### src/rtl/vsf_pkg.sv
package vsf_pkg;
  parameter int unsigned VSF_PIX_W  = 12;
  parameter int unsigned VSF_LINE_W = 12;

  typedef enum logic {
    FLD_OUTER = 1'b0,
    FLD_INNER = 1'b1
  } field_e;
endpackage

### src/rtl/vsf_line_timer.sv
module vsf_line_timer #(
  parameter int unsigned PIX_W = vsf_pkg::VSF_PIX_W
) (
  input  logic             clk,
  input  logic             rst,
  input  logic             hs_in,
  output logic             hs_lead,
  output logic [PIX_W-1:0] line_len,
  output logic             len_ok,
  output logic             mid_hit,
  output logic             pos_mid
);
  localparam logic [PIX_W-1:0] ONE     = PIX_W'(1);
  localparam logic [PIX_W-1:0] MAXV    = '1;
  localparam logic [PIX_W-1:0] MIN_LEN = PIX_W'(4);

  logic             hs_q;
  logic [PIX_W-1:0] pix_cnt;
  logic [PIX_W-1:0] cur_pos;
  logic [PIX_W-1:0] next_len;
  logic [PIX_W-1:0] quarter;

  always_comb begin
    hs_lead  = hs_in && !hs_q;
    next_len = (pix_cnt == MAXV) ? MAXV : pix_cnt + ONE;
    cur_pos  = hs_lead ? '0 : next_len;
    quarter  = line_len >> 2;
    len_ok   = line_len >= MIN_LEN;
    mid_hit  = len_ok && (cur_pos == (line_len >> 1));
    pos_mid  = len_ok && (cur_pos >= quarter) && (cur_pos < (line_len - quarter));
  end

  always_ff @(posedge clk) begin
    if (rst) begin
      hs_q     <= 1'b0;
      pix_cnt  <= '0;
      line_len <= '0;
    end else begin
      hs_q <= hs_in;
      if (hs_lead) begin
        line_len <= next_len;
        pix_cnt  <= '0;
      end else begin
        pix_cnt  <= next_len;
      end
    end
  end
endmodule

### src/rtl/vsf_qualifier.sv
module vsf_qualifier #(
  parameter int unsigned PIX_W  = vsf_pkg::VSF_PIX_W,
  parameter int unsigned LINE_W = vsf_pkg::VSF_LINE_W
) (
  input  logic              clk,
  input  logic              rst,
  input  logic              en,
  input  logic [LINE_W-1:0] min_lines,
  input  logic              hs_lead,
  input  logic              vs_in,
  input  logic              pos_mid,
  input  logic              len_ok,
  input  logic [PIX_W-1:0]  line_len,
  output logic              accept,
  output logic              field_odd,
  output logic [LINE_W-1:0] lines_per_frame
);
  import vsf_pkg::*;

  localparam logic [LINE_W-1:0] LMAX  = '1;
  localparam logic [LINE_W-1:0] LONE  = LINE_W'(1);
  localparam logic [PIX_W-1:0]  PONE  = PIX_W'(1);

  logic              vs_q;
  logic              vs_lead;
  logic              cand;
  logic [PIX_W-1:0]  wid;
  field_e            cand_fld;
  field_e            fld_q;
  logic [LINE_W-1:0] hcnt;
  logic              have_prev;
  logic              confirm;
  logic              spacing_ok;

  always_comb begin
    vs_lead    = vs_in && !vs_q;
    confirm    = en && cand && vs_in && !vs_lead && (wid >= line_len);
    spacing_ok = !have_prev || (hcnt >= min_lines);
    accept     = confirm && spacing_ok;
    field_odd  = (fld_q == FLD_INNER);
  end

  // Line counter between accepted pulses, saturating
  always_ff @(posedge clk) begin
    if (rst) begin
      hcnt <= '0;
    end else if (accept) begin
      hcnt <= hs_lead ? LONE : '0;
    end else if (hs_lead && (hcnt != LMAX)) begin
      hcnt <= hcnt + LONE;
    end
  end

  // Candidate tracking: position class and width in clocks
  always_ff @(posedge clk) begin
    if (rst) begin
      vs_q     <= 1'b0;
      cand     <= 1'b0;
      wid      <= '0;
      cand_fld <= FLD_OUTER;
    end else begin
      vs_q <= vs_in;
      if (!en) begin
        cand <= 1'b0;
      end else if (vs_lead && len_ok) begin
        cand     <= 1'b1;
        wid      <= PONE;
        cand_fld <= pos_mid ? FLD_INNER : FLD_OUTER;
      end else if (cand) begin
        if (!vs_in || confirm) begin
          cand <= 1'b0;
        end else begin
          wid <= wid + PONE;
        end
      end
    end
  end

  // Reported values move only on acceptance
  always_ff @(posedge clk) begin
    if (rst) begin
      fld_q           <= FLD_OUTER;
      lines_per_frame <= '0;
      have_prev       <= 1'b0;
    end else if (accept) begin
      fld_q           <= cand_fld;
      lines_per_frame <= hcnt;
      have_prev       <= 1'b1;
    end
  end
endmodule

### src/rtl/vsf_out_stage.sv
module vsf_out_stage (
  input  logic clk,
  input  logic rst,
  input  logic en,
  input  logic vs_in,
  input  logic accept,
  input  logic mid_hit,
  output logic vs_out
);
  logic armed;
  logic vs_flt;

  always_ff @(posedge clk) begin
    if (rst || !en) begin
      armed  <= 1'b0;
      vs_flt <= 1'b0;
    end else begin
      if (accept) begin
        armed <= 1'b1;
      end else if (mid_hit && armed) begin
        armed <= 1'b0;
      end
      if (mid_hit) begin
        if (armed) begin
          vs_flt <= 1'b1;
        end else if (!vs_in) begin
          vs_flt <= 1'b0;
        end
      end
    end
  end

  assign vs_out = en ? vs_flt : vs_in;
endmodule

### src/rtl/vsync_field_filter.sv
module vsync_field_filter #(
  parameter int unsigned PIX_W  = vsf_pkg::VSF_PIX_W,
  parameter int unsigned LINE_W = vsf_pkg::VSF_LINE_W
) (
  input  logic              clk,
  input  logic              rst,
  input  logic              filt_en,
  input  logic [LINE_W-1:0] min_lines,
  input  logic              hs_in,
  input  logic              vs_in,
  output logic              vs_out,
  output logic              field_odd,
  output logic [LINE_W-1:0] lines_per_frame
);
  logic             hs_lead;
  logic [PIX_W-1:0] line_len;
  logic             len_ok;
  logic             mid_hit;
  logic             pos_mid;
  logic             accept;

  vsf_line_timer #(.PIX_W(PIX_W)) u_timer (
    .clk      (clk),
    .rst      (rst),
    .hs_in    (hs_in),
    .hs_lead  (hs_lead),
    .line_len (line_len),
    .len_ok   (len_ok),
    .mid_hit  (mid_hit),
    .pos_mid  (pos_mid)
  );

  vsf_qualifier #(.PIX_W(PIX_W), .LINE_W(LINE_W)) u_qual (
    .clk             (clk),
    .rst             (rst),
    .en              (filt_en),
    .min_lines       (min_lines),
    .hs_lead         (hs_lead),
    .vs_in           (vs_in),
    .pos_mid         (pos_mid),
    .len_ok          (len_ok),
    .line_len        (line_len),
    .accept          (accept),
    .field_odd       (field_odd),
    .lines_per_frame (lines_per_frame)
  );

  vsf_out_stage u_out (
    .clk     (clk),
    .rst     (rst),
    .en      (filt_en),
    .vs_in   (vs_in),
    .accept  (accept),
    .mid_hit (mid_hit),
    .vs_out  (vs_out)
  );
endmodule

### config.mk
export PLATFORM = sky130hd
export DESIGN_NAME = vsync_field_filter
export DESIGN_NICKNAME = d
export VERILOG_FILES = /design/src/rtl/vsf_pkg.sv /design/src/rtl/vsf_line_timer.sv /design/src/rtl/vsf_qualifier.sv /design/src/rtl/vsf_out_stage.sv /design/src/rtl/vsync_field_filter.sv
export SDC_FILE = /design/constraint.sdc
export NUM_CORES = 1
export LEC_CHECK = 0
export ABC_AREA = 1
export BUFFER_PORTS_ARGS = -buffer_cell sky130_fd_sc_hd__buf_2
export CAP_MARGIN = 5
export CORE_ASPECT_RATIO = 1.25
export CORE_MARGIN = 10
export CORE_UTILIZATION = 27
export DETAILED_ROUTE_END_ITERATION = 7
export SLEW_MARGIN = 25
export SYNTH_ARGS = -nofsm -noshare
export SYNTH_HDL_FRONTEND = slang
export SYNTH_SLANG_ARGS = --single-unit
### constraint.sdc
create_clock -name clk -period 3.78 [get_ports clk]
set_clock_uncertainty 0.2 [all_clocks]
set_input_delay 0.756 -clock clk [delete_from_list [all_inputs] [get_ports clk]]
set_output_delay 0.756 -clock clk [all_outputs]
set_load 0.005 [all_outputs]
## Word level (Yosys, flattened, before mapping)

Cells that the tools add are included.

- Word-level logic and storage cells: 74
- Register bits: 68
- Output and inout bits: 14

- Reductions and logical operators: 29
- Bitwise gates (word level): 1
- Order comparisons: 5
- Eq/ne operators: 5
- Add/subtract/negate cells: 4
- Mux-type cells: 17

Operators by type and width:

| cell | count |
|---|---|
| $mux 12 | 7 |
| $add 12x1->12 const B | 3 |
| $ge 12x12->1 | 2 |
| $logic_and 1x1->1 | 13 |
| $eq 12x11->1 | 1 |
| $eq 12x12->1 const B | 1 |
| $ge 12x10->1 | 1 |
| $ge 12x3->1 const B | 1 |
| $lt 12x12->1 | 1 |
| $ne 12x12->1 const B | 1 |
| $sub 12x10->12 | 1 |
| $mux 1 | 10 |
| $logic_not 1->1 | 6 |
| $reduce_bool 2->1 | 3 |
| $ne 2x1->1 const B | 2 |
| $reduce_and 2->1 | 2 |
| $logic_or 1x1->1 | 3 |
| $reduce_and 3->1 | 1 |
| $reduce_or 2->1 | 1 |
| $not 1->1 | 1 |

## Logic depth before layout (Yosys ltp)

Gate-level depths: netlist of run 1.

- Depth in word-level cells: 9
- Gate-level depth with buffers: 22
- Depth with buffers taken out: 22

## Modules after synthesis

A second synthesis of run 1 with hierarchy kept.

- Cell total of the unflattened synthesis: 768
- Area, all modules: 5,176.2 um^2

By module, submodules not included:

| module | area each (um^2) | times used | cells each |
|---|---|---|---|
| vsf_qualifier | 2,771.4 | 1 | 401 |
| vsf_line_timer | 2,319.7 | 1 | 354 |
| vsf_out_stage | 85.1 | 1 | 13 |

## Worst setup path after synthesis of run 1

Ideal clock, no wire load.

- Path type: reg-to-reg
- Start: register u_timer.line_len[2]
- End: register u_qual.cand_fld
- Stages on the path, launching flop included: 18
- Slack: 0.862 ns
- Arrival: 2.660 ns
- Library setup time: 0.058 ns
- Period minus slack after synthesis: 2.918 ns
- Data required time: 3.522 ns
- Buffers on the path: 0
- Cells stage by stage: dfxtp_1 -> ha_1 -> inv_1 -> fa_1 -> nand2_1 -> nand3_1 -> nand2_1 -> nand2_1 -> a21oi_1 -> inv_1 -> a21oi_1 -> o21ai_0 -> xor2_1 -> ha_1 -> a21o_1 -> a211oi_1 -> nand3_1 -> nand2_1

- Word-level cells in the longest chain between the ends: 4
- Elaborated cells on any way between the ends: 9

RTL lines:

| element | line | source |
|---|---|---|
| start: declaration | vsf_line_timer.sv:8 | `output logic [PIX_W-1:0] line_len,` |
| start signal: assignment | vsf_line_timer.sv:41 | `line_len <= next_len;` |
| $sub 12x10->12, or another cell as far along | vsf_line_timer.sv:30 | `pos_mid = len_ok && (cur_pos >= quarter) && (cur_pos < (line_len - quarter));` |
| $lt 12x12->1 or $logic_and 1x1->1 (tied branches) | vsf_line_timer.sv:30 |  |
| $logic_and 1x1->1 | vsf_line_timer.sv:30 |  |
| $mux 1 | vsf_qualifier.sv:68 | `cand_fld <= pos_mid ? FLD_INNER : FLD_OUTER;` |
| end signal: assignment | vsf_qualifier.sv:68 |  |
| end: declaration | vsf_qualifier.sv:28 | `field_e cand_fld;` |

Several ways; a longest one is shown, not always the timed one.
A chain may end at the register's enable or synchronous reset.

## Worst setup path after layout of run 1

Same ends and word-level chain as after synthesis.

==> key figures, run 1 <==
Global routing
  – Vias in the first global route: 4278
  – Remaining Overflow, GRT: 0
  – Largest net degree at the start of global routing: 33
  – GRT Resource Usage Total: 9.98%
  – Initial antenna violation count: 0
  – First-pass GRT wire length: 20000 microns

Power and ir drop
  – Maximum vdd drop: 0.000246 V
  – Power Density: 355 nW/um^2
  – Power consumption: 1.97 mW
  – Leak: 2.75 nW

Setup path
  – Setup crit end kind: register
  – CP Data Required Time: 3.87 ns
  – R2R Setup Slk: 0.53 ns
  – Worst r2r src: u_timer.line_len[2]$_SDFFE_PP0P_
  – Crit path arrival time: 3.34 ns
  – Reg2Reg Depth: 17
  – Critical path launch point type: register
  – WS Path Type: register to register
  – Critical-path maximum fanout: 5
  – RR Endpoint: u_qual.cand_fld$_SDFFE_PP0P_

Floorplan
  – Core Rows: 54
  – Ports: 31
  – Initial core utilization: 27.6%
  – DIE HEIGHT: 170 microns
  – Total die area: 23800 sq um
  – Core ar.: 17600 sq um
  – Die W: 140 microns

Timing
  – Pins over their slew limit: 0
  – Rel. slew slack: 60.8%
  – Setup ws final: 0.525 ns
  – Final Cycle Share: 86.1%
  – Final min period: 3.25 ns
  – RSZ-0062 raised after global routing: false
  – Final setup viols: 0
  – FMAX: 307 MHz
  – Final hold violations: 0
  – Worst Tran Pin Value: 0.588 ns
  – TNS Setup: 0 ns

Status
  – Status: complete, no violations

Clock network
  – CTS tree: yes
  – CTS Root Cell: clkbuf_16
  – Cts hold-fix bufs: 0
  – Resized cells post-CTS: 0
  – H-tree depth: 3
  – Clk_lat worst skew: 0.34 ns
  – CTS sink count: 68
  – # Post-CTS Setup Buffers: 0
  – Clk slew on worst S/H paths: 0.06 ns
  – Max Buffers Root-to-Sink: 2
  – Cts bufs inserted: 9

Drt
  – Wire per inst: 12.0 microns
  – Drt drc: 0
  – Final ANT Viol Nets: 0
  – Total wire length: 11800 microns
  – Vias/cell: 4.51
  – DRT Pass-1 Iters: 4
  – Drt initial violations: 182
  – Via count: 4459

Synthesis
  – Distinct cells, synth: 34
  – Synth area leader: dfxtp_1
  – Synth area leaders: dfxtp_1 28%, ha_1 14%, nand2_1 13%, inv_1 8.7%, nor2_1 6.4%
  – Most instantiated library cell after synthesis: nand2_1
  – Synth top cells by count: 162 x nand2_1, 112 x inv_1, 83 x nor2_1
  – Ys Warns: 0
  – Post-synth EDFFs: 0
  – Syn Nets: 803
  – Synth Register Bits: 68
  – Async set-reset flop share out of synthesis: 0%
  – Sequential element share of the synthesized area: 28.1%
  – Area share of the largest cell type after synthesis: 28.1%
  – Ys flop type: dfxtp_1
  – Cells after Synth: 729
  – Mapped Area: 4850 sq um
  – Syn avg cell area: 6.65 sq um

Layout
  – Syn-to-layout area delta: 14.4%
  – Share of cells above drive strength 1: 9.55%
  – Antenna diode count: 0
  – Fin nets: 833

Hold path
  – Hold EP: u_qual.cand_fld$_SDFFE_PP0P_
  – Hold Crit Start: u_qual.cand_fld$_SDFFE_PP0P_
  – Tightest Hold Check Type: register to register
  – Hold Crit Depth: 2

Place
  – Routability Congestion: 0.854
  – I/O Buffers: 30
  – Setup WS pre-CTS: 0.562 ns
  – DPL Wire Length: 9460 microns

Run
  – Max-cap check violation count: 0
-- layer usage --
layer,part of all wire [%],GRT usage [%],up-vias
li1,-,-,2423
met1,46,11.6,1987
met2,50,17.5,39
met3,2.7,2.12,10
met4,1.7,4.05,0
met5,0,0,-
-- sequential cells by signal, summed over array words and instances, names as in the netlist --
register,cells
u_qual.field_odd,1
u_qual.wid,12
u_out.armed,1
u_timer.line_len,12
u_qual.have_prev,1
u_qual.hcnt,12
u_out.vs_flt,1
u_qual.cand,1
u_qual.cand_fld,1
u_timer.hs_q,1
u_qual.lines_per_frame,12
u_timer.pix_cnt,12
u_qual.vs_q,1
-- per-stage QoR --
stage               utilization (%)  cells  hold slack (ns)  area (sq um)
floorplan                         -    729            0.221          4850
global placement               29.9    972            0.248          5240
detailed placement             29.9    972            0.253          5240
CTS                            31.6    988            0.262          5550
global route                   31.6    988            0.283          5550
finish                         31.6    988            0.257          5550
-- logic make-up after synthesis --
logic type | after synthesis | synth area share, %
xor+xnor | 19 | 3.43
compound gates | 109 | 12.1
flops | 68 | 28.1
buf+inv | 132 | 10.4
fa+ha+maj | 57 | 14.9
simple gates | 344 | 31.1
-- placed cells by master, fill, tap and decap left out, types with 5 or more instances in the layout --
cell type  synthesis  final
nand2_2            8      8
a21oi_1           56     56
xnor2_1            6      6
xor2_1            13     13
nor3_1             7      7
ha_1              56     56
nor2_1            83     83
nand2_1          162    162
a211oi_1           8      8
clkbuf_16          0      9
inv_2              5      5
nand3_1           56     56
o21ai_0           34     34
nand4_1           15     15
dfxtp_1           68     68
buf_2              5     30
inv_1            112    112
-- cell type report --
type | count | area [sq um]
Multi-Input combinational cell | 529 | 2980
Clock buffer | 9 | 225
Sequential cell | 68 | 1360
Fill cell | 1939 | 12000
Inverter | 117 | 439
Tap cell | 224 | 280
Clock inverter | 7 | 80.1
Timing Repair Buffer | 34 | 180
-- critical path: stages, from the launching register on --
cell and delay [ns]:
dfxtp_1 0.41, ha_1 0.17, inv_1 0.06, fa_1 0.43, nand2_1 0.12, nand3_1 0.07, nand2_1 0.08, nand2_1 0.05
a21oi_1 0.21, inv_1 0.06, a21oi_1 0.12, o21ai_0 0.12, xor2_1 0.16, ha_1 0.33, a21o_1 0.19, a211oi_1 0.25
nand3_1 0.10, nand2_1 0.06
-- worst max-delay path by stage --
stage                     slack, ns                        startpoint  depth (start not counted)                      endpoint
after floorplan                0.86  u_timer.line_len[2]$_SDFFE_PP0P_                         17  u_qual.cand_fld$_SDFFE_PP0P_
after global placement         0.65  u_timer.line_len[2]$_SDFFE_PP0P_                         17  u_qual.cand_fld$_SDFFE_PP0P_
after detailed placement       0.56  u_timer.line_len[2]$_SDFFE_PP0P_                         17  u_qual.cand_fld$_SDFFE_PP0P_
after CTS                      0.54  u_timer.line_len[2]$_SDFFE_PP0P_                         17  u_qual.cand_fld$_SDFFE_PP0P_
after global routing           0.23  u_timer.line_len[2]$_SDFFE_PP0P_                         17  u_qual.cand_fld$_SDFFE_PP0P_
final                          0.53  u_timer.line_len[2]$_SDFFE_PP0P_                         17  u_qual.cand_fld$_SDFFE_PP0P_
-- where the power goes --
part	internal (mW)	leakage, nW	switching [mW]
Combinational	0.125	2.05	0.218
Sequential	0.732	0.551	0.0147
Clock	0.520	0.143	0.359
Total	1.38	2.75	0.591
(Power assumes the default switching activity.)
==> inputs of run 2 (changes only) <==
Settings changed: ABC_AREA 1 to unset.
Clock period 3.78 ns to 3.6 ns, I/O delays scaled along.
==> run 2 against run 1 <==
Net effect: first-iteration DRC count is 48% higher; synthesized cell count is 19% lower; highest routed layer unchanged; cell count is 12% lower.
==> key figures, run 2 <==
Timing
  – Rel. slew slack: 42.3% (-19 points)
  – Final Cycle Share: 95.1% (+9.0 points)
  – Hold_ws: 0.266 ns (+0.00835 ns)
  – FMAX: 292 MHz (-5.0%)
  – Final min period: 3.42 ns (+0.170 ns)
  – Final setup viols: 0 (unchanged)
  – Worst Tran Pin Value: 0.855 ns (+0.267 ns)
  – Final hold violations: 0 (unchanged)
  – Pins over their slew limit: 0 (unchanged)

Clock network
  – CTS Root Cell: clkbuf_16
  – Clk_lat worst skew: 0.34 ns (about the same)
  – Cts hold-fix bufs: 0 (unchanged)
  – Cts bufs inserted: 9 (unchanged)
  – Max Buffers Root-to-Sink: 2 (unchanged)
  – CTS tree: yes
  – CTS sink count: 68 (unchanged)
  – H-tree depth: 3 (unchanged)
  – Clk slew on worst S/H paths: 0.06 ns (about the same)

Drt
  – Vias/cell: 5.21 (+16%)
  – Total wire length: 13700 microns (+16%)
  – DRT Pass-1 Iters: 4 (unchanged)
  – Final ANT Viol Nets: 0 (unchanged)
  – Wire per inst: 15.8 microns (+32%)
  – Drt drc: 0 (unchanged)
  – Drt initial violations: 270 (+48%)
  – Via count: 4510 (+1.1%)

Place
  – DPL Wire Length: 10400 microns (+10%)
  – Routability Congestion: 0.829 (-2.9%)
  – Dpl cells: 845 (-13%)
  – I/O Buffers: 30 (unchanged)

Synthesis
  – Adder-cell share of the synthesized area: 15.5% (+0.61 points)
  – Largest family of logic cells by synthesized area: compound AO/OA/AOI/OAI gates
  – Async set-reset flop share out of synthesis: 0% (unchanged)
  – Syn avg cell area: 8.17 sq um (+23%)
  – Ys Warns: 0 (unchanged)
  – Ys flop type: dfxtp_1
  – Simple-gate portion of the synthesized area: 21.0% (-10 points)
  – Sequential element share of the synthesized area: 28.4% (+0.31 points)
  – Most instantiated library cell after synthesis: dfxtp_1
  – Post-Synth XOR/XNOR Area: 3.83% (+0.40 points)
  – Post-synth EDFFs: 0 (unchanged)
  – Mapped Area: 4800 sq um (-1.1%)
  – Area share of the largest cell type after synthesis: 28.4% (+0.31 points)
  – Cells after Synth: 587 (-19%)
  – Syn Nets: 661 (-18%)
  – Distinct cells, synth: 69 (+100%)
  – Synth area leader: dfxtp_1
  – Compound-Gate Fraction of Synth Area: 24.8% (+13 points)
  – Synth area leaders: dfxtp_1 28%, ha_1 15%, a21oi_1 5.0%, nor2_1 3.5%, nand3_1 3.2%
  – Synth top cells by count: 68 x dfxtp_1, 56 x ha_1, 48 x a21oi_1
  – Synth Register Bits: 68 (unchanged)
  – Post-synthesis mux area share: 1.30% (+1.3 points)

Global routing
  – First-pass GRT wire length: 22300 microns (+12%)
  – Largest net degree at the start of global routing: 33 (unchanged)
  – Remaining Overflow, GRT: 0 (unchanged)
  – Vias in the first global route: 4334 (+1.3%)
  – GRT Resource Usage Total: 11.4% (+1.4 points)
  – Initial antenna violation count: 0 (unchanged)

Layout
  – Commonest cells after routing, fill and taps aside: 66 x dfxtp_1, 55 x ha_1, 45 x a21oi_1, 45 x nor2_1
  – Share of cells above drive strength 1: 15.4% (+5.9 points)
  – Commonest non-fill, non-tap cell in the layout: dfxtp_1
  – Fin nets: 710 (-15%)
  – Syn-to-layout area delta: 19.0%
  – Final non-filler cell total: 865 (-12%)
  – Antenna diode count: 0 (unchanged)

Setup path
  – CP cell instances: inv_2, ha_2, inv_2, fa_2, a21oi_2, o211ai_1, a21o_1, a21o_1, a21o_1, a21oi_2, xnor2_1, ha_1, a21oi_2, nand2_1, a211oi_2, a21oi_1, a2111oi_1
  – CP startpoint: u_timer.line_len[0]$_SDFFE_PP0P_
  – Worst r2r src: u_timer.line_len[0]$_SDFFE_PP0P_
  – Worst stage delay on the critical path: 0.38 ns (-0.05 ns)
  – Critical path launch point type: register
  – Crit path arrival time: 3.45 ns (+0.11 ns)
  – Setup crit end kind: register
  – Reg2Reg Depth: 17 (unchanged)
  – RR Endpoint: u_qual.cand_fld$_SDFFE_PP0P_
  – CP Data Required Time: 3.63 ns (-0.24 ns)
  – Slowest CP cell: fa_2
  – Critical-path maximum fanout: 3 (-2)
  – R2R Setup Slk: 0.18 ns (-0.35 ns)
  – WS Path Type: register to register

Status
  – Status: complete, no violations

Floorplan
  – Die W: 139 microns (-0.46%)
  – Core ar.: 17400 sq um (-0.77%)
  – Total die area: 23500 sq um (-0.94%)
  – Initial core utilization: 27.5% (-0.087 points)
  – Ports: 31 (unchanged)
  – DIE HEIGHT: 169 microns (-0.48%)
  – Core Rows: 54 (unchanged)

Hold path
  – Hold EP: u_qual.have_prev$_SDFFE_PP0P_
  – Tightest Hold Check Type: register to register
  – Hold Crit Depth: 2 (unchanged)
  – Hold Crit Start: u_qual.have_prev$_SDFFE_PP0P_

Power and ir drop
  – Maximum vdd drop: 0.000217 V (-12%)
  – Leak: 2.41 nW (-12%)
  – Power Density: 350 nW/um^2 (-1.3%)

Run
  – Max-cap check violation count: 0 (unchanged)
[run 2: cell count changes in the layout (fill, tap and decap cells not counted), moves of 11 or more]
| cell | change |
|---|---|
| nor2_1 | -38 |
| a2111o_1 | +11 |
| inv_1 | -76 |
| nand2_1 | -126 |
| nand3_1 | -25 |
| a21oi_1 | -11 |
| nor3_1 | +15 |
| buf_4 | +29 |
[run 2: how the worst max path moves through the flow]
stage          cells past startpoint                            to  slack, ns
2_1_floorplan                     16  u_qual.cand_fld$_SDFFE_PP0P_       0.13
3_3_place_gp                      17  u_qual.cand_fld$_SDFFE_PP0P_       0.05
3_5_place_dp                      17  u_qual.cand_fld$_SDFFE_PP0P_      0.002
4_1_cts                           17  u_qual.cand_fld$_SDFFE_PP0P_       0.04
5_1_grt                           17  u_qual.cand_fld$_SDFFE_PP0P_      -0.04
6_report                          17  u_qual.cand_fld$_SDFFE_PP0P_       0.18
[run 2: area by class of cell]
class                           count  area [sq um]
Clock inverter                      4          47.5
Tap cell                          224           280
Clock buffer                       12           256
Timing Repair Buffer               63           398
Multi-Input combinational cell    455          3220
Fill cell                        1869         11700
Sequential cell                    68          1360
Inverter                           39           146
[run 2: stage by stage]
| step | instance area, sq um | total power [mW] | util, % | TNS [ns] | worst slack (ns) |
|---|---|---|---|---|---|
| after floorplan | 4800 | 0.998 | - | 0 | 0.131 |
| after CTS | 5650 | 2.00 | 32.4 | 0 | 0.0358 |
| after detailed placement | 5350 | 1.08 | 30.7 | 0 | 0.00219 |
| final | 5710 | 2.00 | 32.8 | 0 | 0.175 |
| after global placement | 5350 | 1.08 | 30.7 | 0 | 0.0515 |
| after global routing | 5710 | 2.08 | 32.8 | -0.0426 | -0.0426 |
[run 2: per-layer routing]
metal / GRT usage [%] / part of all wire, % / up-vias
li1: - / - / 2278
met1: 13.2 / 44 / 2113
met2: 19.8 / 50 / 97
met3: 2.44 / 4.2 / 22
met4: 4.54 / 2.5 / 0
met5: 0 / 0 / -
[run 2: logic make-up after synthesis]
kind of cell               count (synthesis)
and+or+nand+nor                          198
AOI/OAI and AO/OA                        171
DFF                                       68
buffers and inverters                     64
adders and majority gates                 59
xor gates and xnor gates                  21
muxes                                      6
[run 2: power by group]
group | internal, mW | switching (mW) | total (mW)
registers | 0.764 | 0.0114 | 0.776
clock network | 0.572 | 0.339 | 0.910
logic | 0.140 | 0.172 | 0.312
[run 2: repair_timing]
item,in CTS,in global routing
pin swaps,0,14
setup buffers,0,4
gates resized for setup,1,14
setup endpoints to repair,1,1
[run 2: worst max-delay path: cells and delay by family (launching register included)]
family | cells | cell delay, ns
AO/OA/AOI/OAI | 10 | 1.67
XOR/XNOR | 1 | 0.13
adder cells (fa/ha/maj) | 3 | 0.84
flip-flops | 1 | 0.32
AND/OR/NAND/NOR | 1 | 0.07
buffers and inverters | 2 | 0.09
==> inputs of run 3 (changes only) <==
Settings changed: CORE_ASPECT_RATIO 1.25 to 0.5, SKIP_LAST_GASP set to 1.
==> run 3 against run 2 <==
Net effect: combinational power rose by 9.0%; via count rose by 1.9%; non-clock buffer count rose by 1; highest routed layer unchanged; sequential power barely moved; critical path type unchanged; global-route usage rose by 0.45 points; power rose by 7.6%; final area rose by 2.4%; critical endpoint unchanged; first-iteration DRC count fell by 5.2%.
==> key figures, run 3 (synthesis gave the netlist of run 2 again) <==
Setup path
  – Critical path's top delay family: compound AO/OA/AOI/OAI gates
  – RR Endpoint: u_qual.cand_fld$_SDFFE_PP0P_
  – WS Path Type: register to register
  – Critical path depth: 15 (-2)
  – Worst r2r src: u_timer.line_len[1]$_SDFFE_PP0P_
  – CP cell instances: ha_4, nor2b_4, o21ai_2, a21oi_2, o31a_1, o211ai_1, buf_4, and4b_1, a2111oi_4, ha_1, nand3_1, nand2_1, a211oi_2, a21oi_1, a2111oi_0
  – CP startpoint: u_timer.line_len[1]$_SDFFE_PP0P_
  – Setup crit end kind: register
  – R2R Setup Slk: 0.16 ns (about the same)
  – Critical-path maximum fanout: 5 (+2)
  – Worst stage delay on the critical path: 0.40 ns (+0.02 ns)
  – Slowest CP cell: dfxtp_2
  – Critical path launch point type: register
  – Reg2Reg Depth: 15 (-2)
  – WP buf/inv: 1 (-1)
  – Crit path arrival time: 3.46 ns (about the same)
  – CP Data Required Time: 3.63 ns (about the same)

Layout
  – Commonest cells after routing, fill and taps aside: 62 x dfxtp_1, 52 x ha_1, 45 x nor2_1
  – Syn-to-layout area delta: 21.9%
  – Commonest non-fill, non-tap cell in the layout: dfxtp_1
  – Share of cells above drive strength 1: 17.0% (+1.5 points)
  – Fin nets: 711 (+0.14%)
  – Post-route design area: 5850 sq um (+2.4%)
  – Final non-filler cell total: 876 (+1.3%)
  – Antenna diode count: 0 (unchanged)

Floorplan
  – DIE HEIGHT: 114 microns (-32%)
  – Total die area: 23800 sq um (+1.2%)
  – Initial core utilization: 27.6% (+0.051 points)
  – Ports: 31 (unchanged)
  – Core ar.: 17400 sq um (-0.19%)
  – Die W: 209 microns (+50%)
  – Core Rows: 34 (-37%)

Power and ir drop
  – Leak: 2.44 nW (+1.2%)
  – Power consumption: 2.15 mW (+7.6%)
  – Maximum vdd drop: 0.000235 V (+8.5%)
  – Power Density: 368 nW/um^2 (+5.1%)

Timing
  – Final setup viols: 0 (unchanged)
  – Setup ws final: 0.162 ns (-0.0132 ns)
  – Final hold violations: 0 (unchanged)
  – FMAX: 291 MHz (-0.38%)
  – Final Cycle Share: 95.5% (+0.37 points)
  – Pins over their slew limit: 0 (unchanged)
  – Rel. slew slack: 41.3% (-0.92 points)
  – Worst Tran Pin Value: 0.877 ns (+0.0217 ns)
  – Final min period: 3.44 ns (+0.0132 ns)

Drt
  – Wire per inst: 15.9 microns (+0.12%)
  – Final ANT Viol Nets: 0 (unchanged)
  – Total wire length: 13900 microns (+1.4%)
  – Drt drc: 0 (unchanged)
  – DRT Pass-1 Iters: 5 (+1)
  – Vias/cell: 5.25 (+0.63%)
  – Drt initial violations: 256 (-5.2%)
  – Via count: 4596 (+1.9%)

Place
  – Routability Congestion: 0.864 (+4.3%)
  – DP Area: 5340 sq um (about the same)
  – DPL Wire Length: 10400 microns (-0.20%)
  – I/O Buffers: 30 (unchanged)
  – Setup WS pre-CTS: -0.0352 ns (-0.0373 ns)
  – Dpl cells: 853 (+0.95%)

Clock network
  – H-tree depth: 3 (unchanged)
  – Cts hold-fix bufs: 0 (unchanged)
  – CTS Root Cell: clkbuf_16
  – Cts bufs inserted: 9 (unchanged)
  – Max Buffers Root-to-Sink: 2 (unchanged)
  – Clk slew on worst S/H paths: 0.06 ns (about the same)
  – CTS sink count: 68 (unchanged)
  – Clk_lat worst skew: 0.35 ns (about the same)
  – CTS tree: yes

Hold path
  – Tightest Hold Check Type: register to register
  – Hold Crit Start: u_out.armed$_SDFFE_PP0P_
  – Hold EP: u_out.vs_flt$_SDFFE_PP0P_
  – Hold Crit Depth: 2 (unchanged)

Global routing
  – Vias in the first global route: 4496 (+3.7%)
  – Largest net degree at the start of global routing: 35 (+6.1%)
  – Remaining Overflow, GRT: 0 (unchanged)
  – Initial antenna violation count: 0 (unchanged)
  – GRT Resource Usage Total: 11.8% (+0.45 points)
  – First-pass GRT wire length: 23300 microns (+4.2%)

Status
  – Status: complete, no violations

Run
  – Max-cap check violation count: 0 (unchanged)
==> run 3: area by class of cell <==
class,count,area [sq um]
clock buffers,10,229
clock inverters,6,111
repair buffers,64,409
multi-input cells,455,3290
fillers,1795,11600
flip-flops and latches,68,1370
well taps,234,293
inverters,39,146
==> run 3: layer usage <==
metal  vias up  global-route usage [%]  share of wire (%)
li1       2300                       -                  -
met2       117                    19.5                 46
met5         -                       0                  0
met1      2159                    14.6                 47
met3        20                    3.32                5.2
met4         0                    4.27                1.9
==> run 3: how the worst max path moves through the flow <==
stage / slack, ns / endpoint
2_1_floorplan: 0.13 / u_qual.cand_fld$_SDFFE_PP0P_
3_3_place_gp: 0.03 / u_qual.cand_fld$_SDFFE_PP0P_
3_5_place_dp: -0.04 / u_qual.cand_fld$_SDFFE_PP0P_
4_1_cts: 0.006 / u_qual.cand_fld$_SDFFE_PP0P_
5_1_grt: -0.04 / u_qual.cand_fld$_SDFFE_PP0P_
6_report: 0.16 / u_qual.cand_fld$_SDFFE_PP0P_
==> run 3: worst register-to-register path, stage by stage, from the launching register on <==
cell and delay [ns]:
dfxtp_2 0.40, ha_4 0.22, nor2b_4 0.12, o21ai_2 0.17, a21oi_2 0.09, o31a_1 0.32
o211ai_1 0.33, buf_4 0.18, and4b_1 0.25, a2111oi_4 0.05, ha_1 0.31, nand3_1 0.07
nand2_1 0.07, a211oi_2 0.18, a21oi_1 0.06, a2111oi_0 0.31
==> run 3: per-stage QoR <==
stage	hold WS [ns]	util, %	TNS [ns]
global placement	0.254	30.7	0
CTS	0.265	32.7	0
floorplan	0.233	-	0
detailed placement	0.256	30.7	-0.0352
finish	0.271	33.6	0
global route	0.297	33.6	-0.0423
==> run 3: power breakdown <==
part	total [mW]	internal (mW)	switching (mW)
logic	0.340	0.156	0.184
clock network	1.03	0.678	0.355
registers	0.778	0.765	0.0130
total	2.15	1.60	0.552
==> run 3: timing repair <==
| item | CTS | global route |
|---|---|---|
| gates resized for setup | 1 | 26 |
| pin swaps | 0 | 20 |
| buffers inserted | 0 | 7 |
| endpoints found under the setup margin | 1 | 1 |
